$ cat src/rtl/cap_pkg.sv
`timescale 1ns/1ps
package cap_pkg;
    typedef enum logic [1:0] {
        EDGE_OFF  = 2'b00,
        EDGE_RISE = 2'b01,
        EDGE_FALL = 2'b10,
        EDGE_ANY  = 2'b11
    } edge_mode_e;

    localparam int unsigned CTRL_REGS = 4;
endpackage

$ cat src/rtl/cap_edge_det.sv
`timescale 1ns/1ps
module cap_edge_det #(
    parameter int unsigned NCH = 8
) (
    input  logic                     clk,
    input  logic                     rst_n,
    input  logic [NCH-1:0]           pin_i,
    input  logic [NCH-1:0][1:0]      mode_i,
    output logic [NCH-1:0]           ev_o
);
    import cap_pkg::*;

    typedef struct packed {
        logic [NCH-1:0] meta;
        logic [NCH-1:0] sync;
        logic [NCH-1:0] prev;
    } det_t;

    det_t det_d, det_q;

    always_comb begin
        det_d      = det_q;
        det_d.meta = pin_i;
        det_d.sync = det_q.meta;
        det_d.prev = det_q.sync;
    end

    for (genvar g = 0; g < NCH; g++) begin : g_ev
        logic       rise_w, fall_w;
        edge_mode_e mode_w;
        assign mode_w = edge_mode_e'(mode_i[g]);
        assign rise_w = det_q.sync[g] & ~det_q.prev[g];
        assign fall_w = ~det_q.sync[g] & det_q.prev[g];
        always_comb begin
            unique case (mode_w)
                EDGE_RISE: ev_o[g] = rise_w;
                EDGE_FALL: ev_o[g] = fall_w;
                EDGE_ANY:  ev_o[g] = rise_w | fall_w;
                default:   ev_o[g] = 1'b0;
            endcase
        end
    end

    always_ff @(posedge clk or negedge rst_n) begin
        if (!rst_n) det_q <= '0;
        else        det_q <= det_d;
    end
endmodule

$ cat src/rtl/cap_chan.sv
`timescale 1ns/1ps
module cap_chan #(
    parameter int unsigned TW       = 16,
    parameter bit          BUFFERED = 1'b1
) (
    input  logic          clk,
    input  logic          rst_n,
    input  logic          ev_i,
    input  logic          novw_i,
    input  logic [TW-1:0] tmr_i,
    input  logic          rd_cap_i,
    input  logic          rd_hold_i,
    output logic [TW-1:0] cap_o,
    output logic [TW-1:0] hold_o,
    output logic          cap_full_o,
    output logic          hold_full_o,
    output logic          set_o
);
    typedef struct packed {
        logic [TW-1:0] cap;
        logic [TW-1:0] hold;
        logic          cap_full;
        logic          hold_full;
    } chan_t;

    chan_t st_d, st_q;
    logic  set_d;

    always_comb begin
        st_d  = st_q;
        set_d = 1'b0;
        if (rd_cap_i)  st_d.cap_full  = 1'b0;
        if (rd_hold_i) st_d.hold_full = 1'b0;
        if (ev_i) begin
            if (BUFFERED) begin
                if (st_q.cap_full) begin
                    if (!novw_i || !st_q.hold_full) begin
                        st_d.hold      = st_q.cap;
                        st_d.hold_full = 1'b1;
                        st_d.cap       = tmr_i;
                        st_d.cap_full  = 1'b1;
                        set_d          = 1'b1;
                    end
                end else begin
                    st_d.cap      = tmr_i;
                    st_d.cap_full = 1'b1;
                    set_d         = st_d.hold_full;
                end
            end else if (!novw_i || !st_q.cap_full) begin
                st_d.cap      = tmr_i;
                st_d.cap_full = 1'b1;
                set_d         = 1'b1;
            end
        end
    end

    always_ff @(posedge clk or negedge rst_n) begin
        if (!rst_n) st_q <= '0;
        else        st_q <= st_d;
    end

    assign cap_o       = st_q.cap;
    assign hold_o      = st_q.hold;
    assign cap_full_o  = st_q.cap_full;
    assign hold_full_o = st_q.hold_full;
    assign set_o       = set_d;
endmodule

$ cat src/rtl/capture_bank.sv
`timescale 1ns/1ps
module capture_bank #(
    parameter int unsigned NCH  = 8,
    parameter int unsigned NBUF = 4,
    parameter int unsigned TW   = 16,
    parameter int unsigned AW   = 5,
    parameter int unsigned DW   = 16
) (
    input  logic          clk,
    input  logic          rst_n,
    input  logic [7:0]    pin_i,
    input  logic [15:0]   tmr_i,
    input  logic          wr_en_i,
    input  logic          rd_en_i,
    input  logic [4:0]    addr_i,
    input  logic [15:0]   wdata_i,
    output logic [15:0]   rdata_o,
    output logic          irq_o
);
    import cap_pkg::*;

    localparam int unsigned ESW       = 2 * NCH;
    localparam int unsigned SPAN      = 2 ** $clog2(NCH);
    localparam int unsigned A_EDGE    = 0;
    localparam int unsigned A_NOVW    = 1;
    localparam int unsigned A_IEN     = 2;
    localparam int unsigned A_FLAG    = CTRL_REGS - 1;
    localparam int unsigned CAP_BASE  = SPAN;
    localparam int unsigned HOLD_BASE = 2 * SPAN;

    typedef struct packed {
        logic [NCH-1:0][1:0] esel;
        logic [NCH-1:0]      novw;
        logic [NCH-1:0]      ien;
        logic [NCH-1:0]      flag;
    } bank_t;

    bank_t st_d, st_q;

    logic [NCH-1:0]         ev;
    logic [NCH-1:0]         set_all;
    logic [NCH-1:0]         rd_cap, rd_hold;
    logic [NCH-1:0][TW-1:0] cap_all, hold_all;
    logic [NCH-1:0]         cap_full_all, hold_full_all;
    logic [NCH-1:0]         novw_w, flag_w;

    cap_edge_det #(.NCH(NCH)) u_det (
        .clk    (clk),
        .rst_n  (rst_n),
        .pin_i  (pin_i),
        .mode_i (st_q.esel),
        .ev_o   (ev)
    );

    for (genvar g = 0; g < NCH; g++) begin : g_ch
        assign rd_cap[g]  = rd_en_i && (addr_i == AW'(CAP_BASE + g));
        assign rd_hold[g] = rd_en_i && (addr_i == AW'(HOLD_BASE + g));
        cap_chan #(.TW(TW), .BUFFERED(g < NBUF)) u_ch (
            .clk         (clk),
            .rst_n       (rst_n),
            .ev_i        (ev[g]),
            .novw_i      (st_q.novw[g]),
            .tmr_i       (tmr_i),
            .rd_cap_i    (rd_cap[g]),
            .rd_hold_i   (rd_hold[g]),
            .cap_o       (cap_all[g]),
            .hold_o      (hold_all[g]),
            .cap_full_o  (cap_full_all[g]),
            .hold_full_o (hold_full_all[g]),
            .set_o       (set_all[g])
        );
    end

    always_comb begin
        st_d = st_q;
        if (wr_en_i) begin
            unique case (addr_i)
                AW'(A_EDGE): st_d.esel = wdata_i[ESW-1:0];
                AW'(A_NOVW): st_d.novw = wdata_i[NCH-1:0];
                AW'(A_IEN):  st_d.ien  = wdata_i[NCH-1:0];
                default: ;
            endcase
        end
        if (wr_en_i && addr_i == AW'(A_FLAG))
            st_d.flag = st_q.flag & ~wdata_i[NCH-1:0];
        st_d.flag = st_d.flag | set_all;
    end

    always_ff @(posedge clk or negedge rst_n) begin
        if (!rst_n) st_q <= '0;
        else        st_q <= st_d;
    end

    always_comb begin
        rdata_o = '0;
        if (addr_i == AW'(A_EDGE)) rdata_o = DW'(st_q.esel);
        if (addr_i == AW'(A_NOVW)) rdata_o = DW'(st_q.novw);
        if (addr_i == AW'(A_IEN))  rdata_o = DW'(st_q.ien);
        if (addr_i == AW'(A_FLAG)) rdata_o = DW'(st_q.flag);
        for (int g = 0; g < NCH; g++) begin
            if (addr_i == AW'(CAP_BASE + g))  rdata_o = DW'(cap_all[g]);
            if (addr_i == AW'(HOLD_BASE + g)) rdata_o = DW'(hold_all[g]);
        end
    end

    assign irq_o  = |(st_q.flag & st_q.ien);
    assign novw_w = st_q.novw;
    assign flag_w = st_q.flag;
endmodule

$ cat config.mk
export PLATFORM = sky130hd
export DESIGN_NAME = capture_bank
export DESIGN_NICKNAME = d
export VERILOG_FILES = /design/src/rtl/cap_pkg.sv /design/src/rtl/cap_edge_det.sv /design/src/rtl/cap_chan.sv /design/src/rtl/capture_bank.sv
export SDC_FILE = /design/constraint.sdc
export NUM_CORES = 1
export LEC_CHECK = 0
export BUFFER_PORTS_ARGS = -buffer_cell sky130_fd_sc_hd__buf_2
export CAP_MARGIN = 20
export CORE_MARGIN = 5
export CORE_UTILIZATION = 35
export DETAILED_ROUTE_END_ITERATION = 10
export PLACE_DENSITY = 0.54
export SYNTH_ARGS = -nofsm -noshare
export SYNTH_HDL_FRONTEND = slang
export SYNTH_SLANG_ARGS = --single-unit
$ cat constraint.sdc
create_clock -name clk -period 2.3 [get_ports clk]
set_input_delay 0.46 -clock clk [delete_from_list [all_inputs] [get_ports clk]]
set_output_delay 0.46 -clock clk [all_outputs]
set_load 0.02 [all_outputs]
After elaboration in Yosys (flattened, before gate mapping)

Cells that the tools add are included.

Register bits after elaboration: 268
Input bits: 49
Output and inout bits: 17
Logic and storage cells: 272

Equality and inequality tests: 47
Mux-type cells: 89
Bitwise logic cells: 44
Reduce and logical (&&, ||, !) cells: 54

Operators with widths:

| kind                                                                  | number |
|---|---|
| 16-bit 2-to-1 mux                                                     | 24 |
| 34-bit 2-to-1 mux                                                     | 4 |
| 1-bit 2-to-1 mux                                                      | 48 |
| 5-bit by 4-bit equality test with 1-bit output, second input constant | 8 |
| 5-bit equality test, second input constant                            | 8 |
| 2-bit equality test, second input constant                            | 16 |
| 1-bit one-hot mux with 3 select lines                                 | 8 |
| 2-bit AND reduction                                                   | 11 |
| 1-bit bitwise AND                                                     | 16 |
| 8-bit bitwise AND                                                     | 2 |
| 2-bit by 1-bit equality test with 1-bit output, second input constant | 8 |
| 1-bit zero test                                                       | 16 |
| 1-bit NOT                                                             | 16 |
| 1-bit logical AND                                                     | 13 |
| 3-bit AND reduction                                                   | 4 |
| 5-bit by 2-bit equality test with 1-bit output, second input constant | 2 |
| 1-bit logical OR                                                      | 8 |
| 2-bit 2-to-1 mux                                                      | 4 |
| 8-bit 2-to-1 mux                                                      | 1 |
| 2-bit != test, second input constant                                  | 4 |
| 8-bit NOT                                                             | 1 |
| 1-bit bitwise OR                                                      | 8 |
| 8-bit bitwise OR                                                      | 1 |
| 8-bit OR reduction                                                    | 1 |
| 2 further kinds                                                       | 2 |

Depth between registers and ports, before layout

Depth in word-level cells: 21
Gate-level depth with buffers: 9
Mapped depth without buffers: 7

By module

From an unflattened synthesis, not the netlist that was laid out.

Cells, all modules: 1,235
Area, all modules: 14,435.1 µm²

By module, submodules not included:

| module                      | times used | cells each | area an instance (µm²) | sequential area each (µm²) |
|---|---|---|---|---|
| cap_chan (g_ch[0].u_ch ...) | 4          | 79         | 1,361.3                | 850.8 |
| capture_bank                | 1          | 604        | 4,652.0                | 1,001.0 |
| cap_chan (g_ch[4].u_ch ...) | 4          | 55         | 818.3                  | 425.4 |
| cap_edge_det                | 1          | 95         | 1,064.8                | 600.6 |

Least setup slack after synthesis

OpenSTA, ideal clock, no wires.

Path type: input-to-output
Start point: input addr_i[4]
End point: output rdata_o[13]
Data arrival time: 1.961 ns
Data required time: 1.840 ns
Path slack: -0.121 ns
Stages on the path: 6
Buffers on the path: 1
Cells stage by stage: or4b_1 -> buf_2 -> o32a_1 -> a21oi_2 -> a2111oi_2 -> o211ai_1

Longest elaborated chain between the ends: 21
Elaborated cells on any way between the ends: 40
Classes of those cells: eq/ne: 19; mux: 20; reduce/logical: 1

Ends and longest elaborated chain:

| what                  | RTL line            | source |
|---|---|---|
| start: declaration    | capture_bank.sv:15  | `input logic [4:0] addr_i,` |
| 5-bit zero test       | capture_bank.sv:96  | `if (addr_i == AW'(A_EDGE)) rdata_o = DW'(st_q.esel);` |
| 16-bit 2-to-1 mux     | capture_bank.sv:96  |  |
| 16-bit 2-to-1 mux     | capture_bank.sv:97  | `if (addr_i == AW'(A_NOVW)) rdata_o = DW'(st_q.novw);` |
| 16-bit 2-to-1 mux     | capture_bank.sv:98  | `if (addr_i == AW'(A_IEN)) rdata_o = DW'(st_q.ien);` |
| 16-bit 2-to-1 mux     | capture_bank.sv:99  | `if (addr_i == AW'(A_FLAG)) rdata_o = DW'(st_q.flag);` |
| 16-bit 2-to-1 mux     | capture_bank.sv:101 | `if (addr_i == AW'(CAP_BASE + g)) rdata_o = DW'(cap_all[g]);` |
| 16-bit 2-to-1 mux     | capture_bank.sv:102 | `if (addr_i == AW'(HOLD_BASE + g)) rdata_o = DW'(hold_all[g]);` |
| 16-bit 2-to-1 mux     | capture_bank.sv:101 |  |
| [5 not listed]        | n/a                 |  |
| 16-bit 2-to-1 mux     | capture_bank.sv:101 |  |
| 16-bit 2-to-1 mux     | capture_bank.sv:102 |  |
| 16-bit 2-to-1 mux     | capture_bank.sv:101 |  |
| 16-bit 2-to-1 mux     | capture_bank.sv:102 |  |
| 16-bit 2-to-1 mux     | capture_bank.sv:101 |  |
| 16-bit 2-to-1 mux     | capture_bank.sv:102 |  |
| 16-bit 2-to-1 mux     | capture_bank.sv:101 |  |
| 16-bit 2-to-1 mux (*) | capture_bank.sv:102 |  |
| end: declaration      | capture_bank.sv:17  | `output logic [15:0] rdata_o,` |

Every way passes the cells marked *; elsewhere a longest branch is shown, timed or not.

Worst setup path after layout

Start point: register g_ch[1].u_ch.st_q (netlist bit g_ch[1].u_ch.cap_o[1])
End point: output rdata_o[1]

Longest elaborated chain between the ends: 14

Ends and longest elaborated chain:

| what                     | RTL line            | source |
|---|---|---|
| start: declaration       | cap_chan.sv:26      | `chan_t st_d, st_q;` |
| start signal: assignment | cap_chan.sv:59      | `else st_q <= st_d;` |
| 16-bit 2-to-1 mux        | capture_bank.sv:101 |  |
| 16-bit 2-to-1 mux        | capture_bank.sv:102 |  |
| 16-bit 2-to-1 mux        | capture_bank.sv:101 |  |
| 16-bit 2-to-1 mux        | capture_bank.sv:102 |  |
| 16-bit 2-to-1 mux        | capture_bank.sv:101 |  |
| 16-bit 2-to-1 mux        | capture_bank.sv:102 |  |
| 16-bit 2-to-1 mux        | capture_bank.sv:101 |  |
| 16-bit 2-to-1 mux        | capture_bank.sv:102 |  |
| 16-bit 2-to-1 mux        | capture_bank.sv:101 |  |
| 16-bit 2-to-1 mux        | capture_bank.sv:102 |  |
| 16-bit 2-to-1 mux        | capture_bank.sv:101 |  |
| 16-bit 2-to-1 mux        | capture_bank.sv:102 |  |
| 16-bit 2-to-1 mux        | capture_bank.sv:101 |  |
| 16-bit 2-to-1 mux        | capture_bank.sv:102 |  |

Every way passes these cells.

==> flow_summary.toml <==
[status]
status = "finished with violations"
violations = "setup timing"

[detailed_routing]
wl_per_cell_um = 21.79
dr_wl_met3_um = 1310
drt-initial-drc-count = 519
wl_met2_um = 18910
vias_per_cell = 5.457
firstDrtPassIters = 5
dr.max_layer_used = "met4"
drc = 0
ant_nets = 0
wl_um = 38270
num_vias = 9582
wl_met1_um = 16880

[timing]
rsz0062_at_grt = "true"
finalHoldViolCount = 0
drv_slew = 0
setup_ws_ns = -0.4725
timing.fmax_mhz = 360.7
worst_hold_slack_ns = 0.1199
fin_skew_ns = 0.02153
setup_violations = 16
maxSlewHeadroom_pct = 65.48
min_period_over_period_pct = 120.5
min_period_ns = 2.773
worstMarginPinSlew_ns = 0.5179

[synthesis]
syn_nets = 1126
synthCells = 1061
yosys_most_used_dff = "dfrtp_1"
synth_area_um2 = 12910
synth_warnings = 0
async_reset_ff_share_pct = 100.0
yosysSeqAreaShare_pct = 51.96
synth_edf_count = 0
synth_cell_types = 67
ys_ff_latch = 268
syn_avg_cell_area_um2 = 12.17

[placed_design]
portBuffers = 65
place_hpwl_um = 26440
dpl_cell_area_um2 = 14790
globalplace.congestion = 0.8466

[cts]
clkSlewWorstSetupHoldPaths_ns = 0.06
numCtsBuffers = 31
clockBufferDepth = 3
cts_max_level = 1
cts_tree = "done"
cts-root-buf = "clkbuf_16"
insertion_delay_ns = 0.57
clkSinkCount = 268

[die]
die_area_um2 = 40820
start_util_pct = 35.34
pin_count = 66
dieWidth_um = 202.0
rows = 70
core-area_um2 = 36520
dieHeight_um = 202.0

[layout]
fin_util_pct = 46.00
area.sequential_um2 = 6708
final.fill_count = 3333
drive_gt1_share_pct = 45.30
final_nets = 1327
finalInstanceArea_um2 = 16800
multiInputGateArea_um2 = 6088
syn_to_final_growth_pct = 30.15

[worst_setup_path]
cp.arrival_ns = 2.31
rrSetupSlack_ns = 0.33
ff2ff_path_depth = 8
required_ns = 1.84
r2r_end = "g_ch[2].u_ch.hold_o[11]$_DFFE_PN0P_"
worstSetupPathType = "reg2out"
r2r_start = "u_det.det_q[2]$_DFF_PN0_"
end_kind = "output pin"
critical_path.startpoint_type = "flip-flop"
path_max_fanout = 2

[hold_path]
min_path_type = "in2reg"
min_from = "wdata_i[14]"
min_path_cells = 2
worstHoldEndpoint = "st_q[38]$_DFFE_PN0P_"

[pwr]
power_leakage_nw = 7.246
power_density_nw_per_um2 = 1033
ir_worst_vdd_uv = 607.0

[job]
maxCapViolCount = 0

[global_routing]
grt_max_degree = 60
track_usage_pct = 18.39
grt_pass1_wl_um = 59730
gr-total-overflow = 0
antenna_found_initial = 0
grt_pass1_vias = 9928
==> cells in the mapped netlist (20+ instances only) <==
| cell type | n | area [um^2] |
|---|---|---|
| dfrtp_1 | 268 | 6706 |
| mux2_2 | 225 | 2534 |
| nand2_1 | 61 | 229.0 |
| buf_2 | 42 | 210.2 |
| o21ai_0 | 41 | 205.2 |
| a21oi_1 | 31 | 155.2 |
| nand3_1 | 31 | 155.2 |
| inv_1 | 29 | 108.9 |
| nor2b_1 | 28 | 175.2 |
| a22oi_1 | 25 | 187.7 |
| a21o_1 | 20 | 150.1 |
==> sequential cells by signal (all words and copies together), names as in the netlist <==
register	flops
flag_w	8
g_ch.u_ch.cap_full_o	8
g_ch.u_ch.hold_full_o	4
g_ch.u_ch.hold_o	64
u_det.det_d	16
u_det.det_q	8
g_ch.u_ch.cap_o	128
st_q	24
novw_w	8
==> placed cells by master (no fill, tap or decap), types with 16 or more instances in the layout <==
cell type / netlist / final
a21o_1: 20 / 20
a21oi_1: 31 / 25
a22oi_1: 25 / 21
buf_12: 0 / 32
buf_2: 42 / 44
buf_4: 5 / 121
buf_6: 4 / 27
clkbuf_16: 0 / 31
dfrtp_1: 268 / 267
ha_1: 16 / 16
inv_1: 29 / 29
mux2_2: 225 / 225
nand2_1: 61 / 61
nand3_1: 31 / 31
nor2_1: 18 / 16
nor2b_1: 28 / 26
o21ai_0: 41 / 31
==> area by class of cell <==
class | instances | area share (%)
Sequential cell | 268 | 39.93
Multi-Input combinational cell | 695 | 36.24
Timing Repair Buffer | 237 | 13.24
Clock buffer | 49 | 5.556
Tap cell | 468 | 3.486
Clock inverter | 9 | 0.8863
Inverter | 29 | 0.6480
Antenna cell | 1 | 0.01490
==> critical path: stages (launching register included) <==
cell	delay, ns
dfrtp_1	0.39
or3b_4	0.40
a2111oi_4	0.34
o311ai_1	0.13
a21oi_1	0.21
o21ai_2	0.12
buf_6	0.15
==> worst max-delay path by stage <==
| stage | from | endpoint |
|---|---|---|
| detailed placement | addr_i[0] | rdata_o[12] |
| finish | g_ch[1].u_ch.cap_o[1]$_DFFE_PN0P_ | rdata_o[1] |
| global placement | addr_i[1] | rdata_o[12] |
| CTS | g_ch[1].u_ch.cap_o[1]$_DFFE_PN0P_ | rdata_o[1] |
| global route | g_ch[1].u_ch.cap_o[1]$_DFFE_PN0P_ | rdata_o[1] |
| floorplan | addr_i[4] | rdata_o[13] |
==> where the power goes <==
part / internal [mW] / switching, mW / total (mW)
sequential: 6.68 / 1.39 / 8.07
combinational: 2.48 / 1.61 / 4.09
clock: 3.21 / 1.98 / 5.19
total: 12.4 / 4.98 / 17.4
==> routing by layer <==
layer  global-route usage (%)  vias up
met5                        0        -
li1                         -     4352
met2                    31.58      194
met4                    4.956        0
met1                    24.78     4972
met3                    2.102       64
==> cell families (layout without fill, tap and decap cells) <==
group | count (synthesis) | after routing | share of synthesized area [%]
other cells | 0 | 1 | 0
compound gates | 218 | 218 | 12.33
mux | 230 | 230 | 20.02
fa+ha+maj | 16 | 16 | 1.551
simple gates | 230 | 231 | 10.46
buf+inv | 99 | 324 | 3.684
flops | 268 | 268 | 51.96
==> timing repair <==
| action | in CTS | in global routing |
|---|---|---|
| gates cloned | 2 | 1 |
| buffers inserted | 31 | 7 |
| endpoints found under the hold margin | 62 | 0 |
| resized for setup | 127 | 35 |
| hold buffers | 9 | 0 |
| setup endpoints to repair | 16 | 16 |
| pin swaps | 39 | 39 |
==> per-stage QoR <==
step	setup TNS, ns	power, mW	setup WS, ns	instances
floorplan	-0.6773	10.39	-0.1027	1061
global placement	-7.410	11.78	-0.6154	1656
detailed placement	-7.429	11.94	-0.5937	1656
CTS	-5.115	17.44	-0.5016	1751
global route	-5.419	18.26	-0.5646	1755
finish	-4.392	17.35	-0.4725	1756
(Power assumes the default switching activity.)
